==> src/rtl/ckepwr_pkg.sv <==
package ckepwr_pkg;

    typedef enum logic [1:0] {
        PS_NORMAL = 2'd0,
        PS_PRE_PD = 2'd1,
        PS_ACT_PD = 2'd2,
        PS_SREF   = 2'd3
    } pwr_state_e;

    typedef enum logic [1:0] {
        CMD_NONE  = 2'd0,
        CMD_READ  = 2'd1,
        CMD_WRITE = 2'd2,
        CMD_SREF  = 2'd3
    } cmd_e;

    typedef struct packed {
        logic int_clk;
        logic ck_rx;
        logic cmd_rx;
        logic drv;
    } gate_t;

    function automatic logic is_access(cmd_e c);
        return (c == CMD_READ) || (c == CMD_WRITE);
    endfunction

    function automatic gate_t gates_for(pwr_state_e s);
        gate_t g;
        g.int_clk = (s == PS_NORMAL);
        g.ck_rx   = (s != PS_SREF);
        g.cmd_rx  = (s == PS_NORMAL);
        g.drv     = (s == PS_NORMAL);
        return g;
    endfunction

endpackage

==> src/rtl/cke_sync.sv <==
module cke_sync #(
    parameter int STAGES = 2
) (
    input  logic clk,
    input  logic rst,
    input  logic async_in,
    output logic all_high
);
    logic [STAGES-1:0] chain_q;

    genvar i;
    generate
        for (i = 0; i < STAGES; i++) begin : g_stage
            if (i == 0) begin : g_first
                always_ff @(posedge clk) begin
                    if (rst) chain_q[0] <= 1'b1;
                    else     chain_q[0] <= async_in;
                end
            end else begin : g_next
                always_ff @(posedge clk) begin
                    if (rst) chain_q[i] <= 1'b1;
                    else     chain_q[i] <= chain_q[i-1];
                end
            end
        end
    endgenerate

    // Exit only after every stage has seen the input high.
    assign all_high = &chain_q;
endmodule

==> src/rtl/cke_burst_tracker.sv <==
module cke_burst_tracker #(
    parameter int BURST_LEN = 4
) (
    input  logic clk,
    input  logic rst,
    input  logic start,
    input  logic flush,
    output logic busy
);
    localparam int CW = $clog2(BURST_LEN + 1);
    localparam logic [CW-1:0] LOAD = CW'(BURST_LEN);

    logic [CW-1:0] cnt_q;

    always_ff @(posedge clk) begin
        if (rst || flush)      cnt_q <= '0;
        else if (start)        cnt_q <= LOAD;
        else if (cnt_q != '0)  cnt_q <= cnt_q - 1'b1;
    end

    assign busy = (cnt_q != '0);

    assert_load_R9: assert property (@(posedge clk) disable iff (rst)
        (start && !flush) |=> busy);
endmodule

==> src/rtl/cke_power_fsm.sv <==
module cke_power_fsm
    import ckepwr_pkg::*;
#(
    parameter int NUM_BANKS = 4
) (
    input  logic                 clk,
    input  logic                 rst,
    input  logic                 cke,
    input  cmd_e                 cmd,
    input  logic [NUM_BANKS-1:0] bank_open,
    input  logic                 viol_clr,
    input  logic                 sync_high,
    input  logic                 burst_busy,
    output pwr_state_e           state,
    output logic                 burst_start,
    output logic                 burst_flush,
    output logic                 viol_burst,
    output logic                 viol_sref
);
    pwr_state_e st_q, st_d;
    logic any_open;
    logic set_burst, set_sref;
    logic vb_q, vs_q;

    assign any_open = |bank_open;

    always_comb begin
        st_d      = st_q;
        set_burst = 1'b0;
        set_sref  = 1'b0;
        case (st_q)
            PS_NORMAL: begin
                if (!cke) begin
                    if (burst_busy) set_burst = 1'b1;
                    if (cmd == CMD_SREF) begin
                        if (any_open) begin
                            set_sref = 1'b1;
                            st_d     = PS_ACT_PD;
                        end else begin
                            st_d = PS_SREF;
                        end
                    end else begin
                        st_d = any_open ? PS_ACT_PD : PS_PRE_PD;
                    end
                end
            end
            PS_PRE_PD, PS_ACT_PD: begin
                if (cke) st_d = PS_NORMAL;
            end
            PS_SREF: begin
                if (sync_high) st_d = PS_NORMAL;
            end
            default: st_d = PS_NORMAL;
        endcase
    end

    always_ff @(posedge clk) begin
        if (rst) begin
            st_q <= PS_NORMAL;
            vb_q <= 1'b0;
            vs_q <= 1'b0;
        end else begin
            st_q <= st_d;
            if (set_burst)     vb_q <= 1'b1;
            else if (viol_clr) vb_q <= 1'b0;
            if (set_sref)      vs_q <= 1'b1;
            else if (viol_clr) vs_q <= 1'b0;
        end
    end

    assign state       = st_q;
    assign burst_start = (st_q == PS_NORMAL) && cke && is_access(cmd);
    assign burst_flush = (st_q == PS_NORMAL) && !cke;
    assign viol_burst  = vb_q;
    assign viol_sref   = vs_q;

    assert_pre_pd_R2: assert property (@(posedge clk) disable iff (rst)
        (st_q == PS_NORMAL && !cke && cmd != CMD_SREF && !any_open) |=> st_q == PS_PRE_PD);

    assert_act_pd_R3: assert property (@(posedge clk) disable iff (rst)
        (st_q == PS_NORMAL && !cke && any_open) |=> st_q == PS_ACT_PD);

    assert_pd_exit_R4: assert property (@(posedge clk) disable iff (rst)
        ((st_q == PS_PRE_PD || st_q == PS_ACT_PD) && cke) |=> st_q == PS_NORMAL);

    assert_sref_idle_R8: assert property (@(posedge clk) disable iff (rst)
        (st_q != PS_SREF && any_open) |=> st_q != PS_SREF);

    assert_sref_hold_R7: assert property (@(posedge clk) disable iff (rst)
        (st_q == PS_SREF && !$past(cke)) |=> st_q == PS_SREF);

    assert_burst_flag_R9: assert property (@(posedge clk) disable iff (rst)
        (st_q == PS_NORMAL && !cke && burst_busy) |=> vb_q);

    assert_sticky_R10: assert property (@(posedge clk) disable iff (rst)
        (vb_q && !viol_clr) |=> vb_q);

    assert_pd_cmd_ignored_R11: assert property (@(posedge clk) disable iff (rst)
        (st_q == PS_PRE_PD && !cke) |=> (st_q == PS_PRE_PD && $stable(vs_q)));
endmodule

==> src/rtl/cke_power_ctrl.sv <==
module cke_power_ctrl
    import ckepwr_pkg::*;
#(
    parameter int NUM_BANKS   = 4,
    parameter int BURST_LEN   = 4,
    parameter int SYNC_STAGES = 2
) (
    input  logic                 clk,
    input  logic                 rst,
    input  logic                 cke,
    input  logic [1:0]           cmd,
    input  logic [NUM_BANKS-1:0] bank_open,
    input  logic                 viol_clr,
    output logic [1:0]           pwr_state,
    output logic                 int_clk_en,
    output logic                 ck_rx_en,
    output logic                 cmd_rx_en,
    output logic                 drv_en,
    output logic                 viol_burst,
    output logic                 viol_sref
);
    pwr_state_e st;
    gate_t      gates;
    logic       sync_high, busy, b_start, b_flush;

    cke_sync #(.STAGES(SYNC_STAGES)) u_sync (
        .clk(clk), .rst(rst), .async_in(cke), .all_high(sync_high)
    );

    cke_burst_tracker #(.BURST_LEN(BURST_LEN)) u_burst (
        .clk(clk), .rst(rst), .start(b_start), .flush(b_flush), .busy(busy)
    );

    cke_power_fsm #(.NUM_BANKS(NUM_BANKS)) u_fsm (
        .clk(clk), .rst(rst), .cke(cke), .cmd(cmd_e'(cmd)),
        .bank_open(bank_open), .viol_clr(viol_clr),
        .sync_high(sync_high), .burst_busy(busy), .state(st),
        .burst_start(b_start), .burst_flush(b_flush),
        .viol_burst(viol_burst), .viol_sref(viol_sref)
    );

    assign gates      = gates_for(st);
    assign pwr_state  = st;
    assign int_clk_en = gates.int_clk;
    assign ck_rx_en   = gates.ck_rx;
    assign cmd_rx_en  = gates.cmd_rx;
    // Driver shut-off follows the pin directly, without waiting for an edge.
    assign drv_en     = gates.drv & cke;

    assert_drv_off_R5: assert property (@(posedge clk) disable iff (rst)
        (!cke || pwr_state != 2'd0) |-> !drv_en);

    assert_sref_gating_R6: assert property (@(posedge clk) disable iff (rst)
        (pwr_state == 2'd3) |-> (!ck_rx_en && !cmd_rx_en && !int_clk_en));
endmodule

==> config.mk <==
export PLATFORM = sky130hd
export DESIGN_NAME = cke_power_ctrl
export DESIGN_NICKNAME = d
export VERILOG_FILES = /design/src/rtl/ckepwr_pkg.sv /design/src/rtl/cke_sync.sv /design/src/rtl/cke_burst_tracker.sv /design/src/rtl/cke_power_fsm.sv /design/src/rtl/cke_power_ctrl.sv
export SDC_FILE = /design/constraint.sdc
export NUM_CORES = 1
export LEC_CHECK = 0
export ABC_AREA = 1
export CELL_PAD_IN_SITES_DETAIL_PLACEMENT = 0
export CELL_PAD_IN_SITES_GLOBAL_PLACEMENT = 1
export CORE_MARGIN = 3
export CORE_UTILIZATION = 39
export DETAILED_ROUTE_END_ITERATION = 10
export DONT_BUFFER_PORTS = 1
export PLACE_DENSITY = 0.72
export SYNTH_ARGS = -nofsm -noshare
export SYNTH_HDL_FRONTEND = slang
export SYNTH_HIERARCHICAL = 1
export SYNTH_SLANG_ARGS = --single-unit
==> constraint.sdc <==
create_clock -name clk -period 1.3 [get_ports clk]
set_input_delay 0.13 -clock clk [delete_from_list [all_inputs] [get_ports clk]]
set_output_delay 0.13 -clock clk [all_outputs]
set_load 0.01 [all_outputs]
# [After elaboration in Yosys (flattened, before gate mapping)]
# Index checks and enable logic that the tools add are counted.
[word_totals] ff_bits=9 inputBits=10
[classes] add_sub_neg=1 n_eq_ne=10 n_mux=19 bitwise=1 n_reduce_logical=16
[ops] operator="1-bit two-way mux" count=11
[ops] operator="2-bit two-way mux" count=5
[ops] operator="2-bit equality test (second input constant)" count=4
[ops] operator="2-bit inequality test (second input constant)" count=4
[ops] operator="3-bit two-way mux" count=2
[ops] operator="2-bit one-hot mux with 3 select lines" count=1
[ops] operator="2-bit nonzero test" count=3
[ops] operator="2-bit by 1-bit equality test with 1-bit output (second input constant)" count=2
[ops] operator="2-bit OR reduction" count=2
[ops] operator="4-bit OR reduction" count=1
[ops] operator="1-bit logical AND" count=3
[ops] operator="3-bit AND reduction" count=1
[ops] operator="3-bit nonzero test" count=1
[ops] operator="3-bit by 1-bit subtractor with 3-bit output (second input constant)" count=1
[ops] operator="2-bit logical NOT" count=1
[ops] operator="1-bit logical OR" count=2
[ops] operator="2-bit AND reduction" count=1
[ops] operator="1-bit bitwise AND" count=1
[ops] operator="1-bit logical NOT" count=1

# [Longest topological paths before layout]
[depth] depth_word=6 ltp_mapped=9 depth_no_buf=9

# [Modules after synthesis]
# Netlist, hierarchy kept.
[modules_own_cells] mod="cke_power_fsm" instances=1 cells_per_inst=42 area_per_inst_um2=269.0 seq_area_each_um2=80.1
[modules_own_cells] mod="cke_burst_tracker" instances=1 cells_per_inst=29 area_per_inst_um2=187.7 seq_area_each_um2=60.1
[modules_own_cells] mod="cke_sync" instances=1 cells_per_inst=9 area_per_inst_um2=66.3 seq_area_each_um2=40.0
[modules_own_cells] mod="cke_power_ctrl" instances=1 cells_per_inst=8 area_per_inst_um2=38.8 seq_area_each_um2=0.0

# [Least setup slack after synthesis]
# No wires, ideal clock.
[synth_timing] path_kind="reg-to-reg" start="register u_fsm.st_q[0], in the netlist u_fsm/state[0]" end="register u_fsm.st_q[1], in the netlist u_fsm/state[1]" setup_ns=0.111 t_arrival_ns=1.137 required_time_ns=1.189 path_slack_ns=0.051 path_stages_with_launch=9 synth_period_minus_slack_ns=1.249 path_cell_list="dfxtp_1 -> inv_1 -> ha_1 -> nand2_1 -> nand3_2 -> nand2_1 -> inv_1 -> nor2_1 -> nor2_1"
[synth_between] elab_chain_len=4 word_cells_on_any_way=10 cone_classes="6 x eq/ne; 1 x mux; 3 x reduce/logical"
[synth_rtl] item="start, declared" line_no="cke_power_fsm.sv:20" text="pwr_state_e st_q, st_d;"
[synth_rtl] item="start signal, assigned" line_no="cke_power_fsm.sv:63" text="st_q <= st_d;"
[synth_rtl] item="2-bit by 1-bit equality test with 1-bit output or 2-bit equality test (tied branches)" line_no="cke_power_fsm.sv:31" text="case (st_q)"
[synth_rtl] item="2-bit OR reduction" line_no="cke_power_fsm.sv:31"
[synth_rtl] item="2-bit inequality test (no source line)"
[synth_rtl] item="3-bit AND reduction (no source line)"
# Several ways; a longest one is shown, not always the timed one.
# A chain may end at the register's enable or synchronous reset.

# [Worst setup path in the final report]
[layout_timing] start="register u_fsm.st_q[1], in the netlist u_fsm/state[1]" end="register u_fsm.st_q[1], in the netlist u_fsm/state[1]"
# The elaborated chain is that of the path after synthesis.

==> impl_metrics.csv <==
group,metric,value,unit
clocking,cts_max_level,1,
drt,drc,0,
finish,num_antenna_cells,0,
power_and_ir_drop,p_clk_share,32.4,%
clocking,cts.sinks,9,
finish,stdcell_count,111,
timing,setup_tns,0,ns
status,status,"complete, no violations",
placement,io_buffers,0,
placement,dp.cells,105,
worst_setup_path,slowest_stage,"dfxtp_1",
drt,post_drt_wl_per_cell,9.48,µm
die,core_area,1330,µm²
finish,n_fill_cell,156,
placement,dpl_worst_slack,0.123,ns
power_and_ir_drop,power,0.000680,W
drt,viasPerCell,4.50,
power_and_ir_drop,internal_power,0.000473,W
clocking,clock-root-buffer,"clkbuf_4",
timing,hold_violations,0,
finish,multi_input_area,274,µm²
drt,ant_nets,0,
timing,fin_crit,1.20,ns
drt,drt_first_pass_iters,4,
die,rows,13,
power_and_ir_drop,irDropWorstVdd,0.590,mV
timing,finalClockSkew,0.00646,ns
synth,syn-mean-instance-area,6.38,µm²
synth,yosysWarnings,6,
worst_hold_path,hp-class,"input port to flip-flop",
synth,synth_fa_ha_area_share,13.4,%
drt,wirelength,1050,µm
global_route,antenna_found_initial,0,
timing,tightest_slew,0.231,ns
power_and_ir_drop,power.leakage,0.357,nW
global_route,grt_pass1_vias,403,
synth,synthesis.nets,104,
die,die-area,1930,µm²
clocking,clk_pin_slew_worst_paths,0.07,ns
finish,drive_gt1_share,15.6,%
power_and_ir_drop,pwr-share-comb,22.9,%
worst_setup_path,r2r_slack,0.1,ns
finish,regArea,180,µm²
synth,netlist_instances,88,
clocking,cts_made_buffers,3,
die,initial_utilization,42.1,%
worst_setup_path,worstPathRequired,1.45,ns
synth,synth_xor_xnor_area_share,0,%
drt,route.met2.wl,453,µm
power_and_ir_drop,p_seq_share,44.7,%
timing,setup_slack,0.0976,ns
synth,syn_area,562,µm²
worst_setup_path,arrival,1.36,ns
clocking,clock_latency,0.26,ns
clocking,cts.path.max_buffers,2,
timing,fmax,832,MHz
synth,yosys.area_share.simple,29.4,%
worst_setup_path,end_kind,"flip-flop",
synth,synth_top_family_by_area,"simple AND/OR/NAND/NOR gates",
global_route,grt_pass1_wl,1660,µm
worst_setup_path,crit_fanout,3,
die,io_pins,18,
clocking,cts_setup_buffers,0,
timing,drv_slew,0,
drt,vias,499,
timing,finalSetupViolations,0,
worst_setup_path,reg2reg_from,"u_fsm/state[1]",
worst_setup_path,crit_start,"u_fsm/state[1]",
timing,relSlewSlack,84.6,%
worst_setup_path,path_class,"flip-flop to flip-flop",
drt,drt_iter0_drc,9,
die,die_w,44.0,µm
global_route,grtUsageTotal,12.1,%
global_route,grt_overflow,0,
placement,gp_congestion,0.710,
drt,route.met3.wl,95,µm
worst_setup_path,worstSetupEndpoint,"u_fsm/state[1]",
drt,m1WireLength,481,µm
worst_setup_path,cp-start-kind,"flip-flop",
die,die_h,44.0,µm
worst_setup_path,r2r_cells,8,
synth,synthMuxAreaShare,0,%
timing,min_period_over_period,92.5,%
power_and_ir_drop,switchingPower,0.000207,W
drt,dr.max_layer_used,"met4",
worst_setup_path,path_cells,"inv_1 > ha_1 > nand2_1 > nand3_2 > nand2_1 > inv_1 > nor2_1 > nor2_1",
worst_setup_path,r2r_end,"u_fsm/state[1]",
synth,seq_area_frac_synth,32.1,%
flow_run,cap_violations,0,
finish,mostFrequentLayoutCell,"inv_1",
timing,rsz0062_at_grt,"no",
placement,hpwlAfterDp,825,µm
synth,synth_compound_area_share,5.12,%
synth,ys_seq_elements,9,
power_and_ir_drop,switching_share,30.5,%
worst_setup_path,slowest_delay,0.36,ns
global_route,grt_max_degree,6,
finish,most-common-layout-cells,"inv_1, nand2_1, nor2_1, dfxtp_1, ha_1",
finish,synthToLayoutAreaGrowth,15.1,%
power_and_ir_drop,power_density,1050,nW/µm²
synth,synth_cell_type_count,14,
clocking,cts_tree,"yes",
finish,finalNetCount,113,
Yosys cell counts (all sizes together):
cell type / n / share of area [%]
ha: 6 / 13
nor2: 13 / 9.6
inv: 28 / 19
dfxtp: 9 / 32
buf: 1 / 1.3
a21oi: 5 / 5.1
nand2: 22 / 15
nand3: 3 / 3.6
nand4: 1 / 1.1
cell families (layout without fill, tap and decap cells):
group,after synthesis,in the layout
AOI/OAI and AO/OA,5,5
adders and majority gates,6,6
buffers and inverters,29,37
DFF,9,9
and+or+nand+nor,39,39
state kept, by name, indices dropped and copies added, names as in the netlist:
| register | flops |
|---|---|
| u_fsm/state | 2 |
| u_fsm/viol_sref | 1 |
| u_sync/chain_q | 2 |
| u_burst/cnt_q | 3 |
| u_fsm/viol_burst | 1 |
power by group through the flow:
stage               Sequential, W  Clock [W]  Combinational (W)
floorplan                0.000313          0           0.000116
detailed placement       0.000311          0           0.000146
CTS                      0.000304   0.000232           0.000154
global placement         0.000310          0           0.000145
finish                   0.000304   0.000220           0.000156
global route             0.000306   0.000242           0.000181
cell type report:
class / count / share of cell area, %
clock buffer: 4 / 4.06
inverter: 28 / 16.2
multi-input combinational: 50 / 42.4
sequential: 9 / 27.9
tap: 15 / 2.90
timing repair buffer: 5 / 6.58
how the worst min path moves through the flow:
stage / start / to / slack [ns] / depth (start not counted)
final: rst / u_burst/cnt_q[2] / 0.03 / 3
after floorplan: rst / u_fsm/state[0] / 0.19 / 1
after global placement: rst / u_fsm/state[0] / 0.20 / 1
after global routing: rst / u_burst/cnt_q[2] / 0.05 / 3
after detailed placement: rst / u_fsm/state[0] / 0.20 / 1
after CTS: rst / u_burst/cnt_q[2] / 0.02 / 3
layer usage:
metal | track usage, % | up-vias
li1 | - | 265
met2 | 17.7 | 21
met5 | 0 | -
met3 | 4.98 | 2
met1 | 14.7 | 211
met4 | 7.23 | 0
repair_timing:
| item | 4_1_cts | 5_1_grt |
|---|---|---|
| setup endpoints to repair | 0 | 2 |
| endpoints found under the hold margin | 6 | 0 |
| hold buffers | 2 | 0 |
| resized for setup | 0 | 2 |
worst max-delay path: cells and delay by family (launching register included):
| family | cells | cell delay [ns] |
|---|---|---|
| adder cells (fa/ha/maj) | 1 | 0.28 |
| AND/OR/NAND/NOR | 5 | 0.37 |
| flip-flops | 1 | 0.36 |
| buffers and inverters | 2 | 0.09 |
metrics by stage:
| step | cell area (µm²) | util, % | hold slack (ns) |
|---|---|---|---|
| after floorplan | 562 | - | 0.192 |
| after CTS | 642 | 48.1 | 0.0246 |
| after detailed placement | 596 | 44.7 | 0.197 |
| after global placement | 596 | 44.7 | 0.195 |
| after global routing | 647 | 48.5 | 0.0487 |
| final | 647 | 48.5 | 0.0316 |
Note: power is estimated with default switching activity, not from simulation.
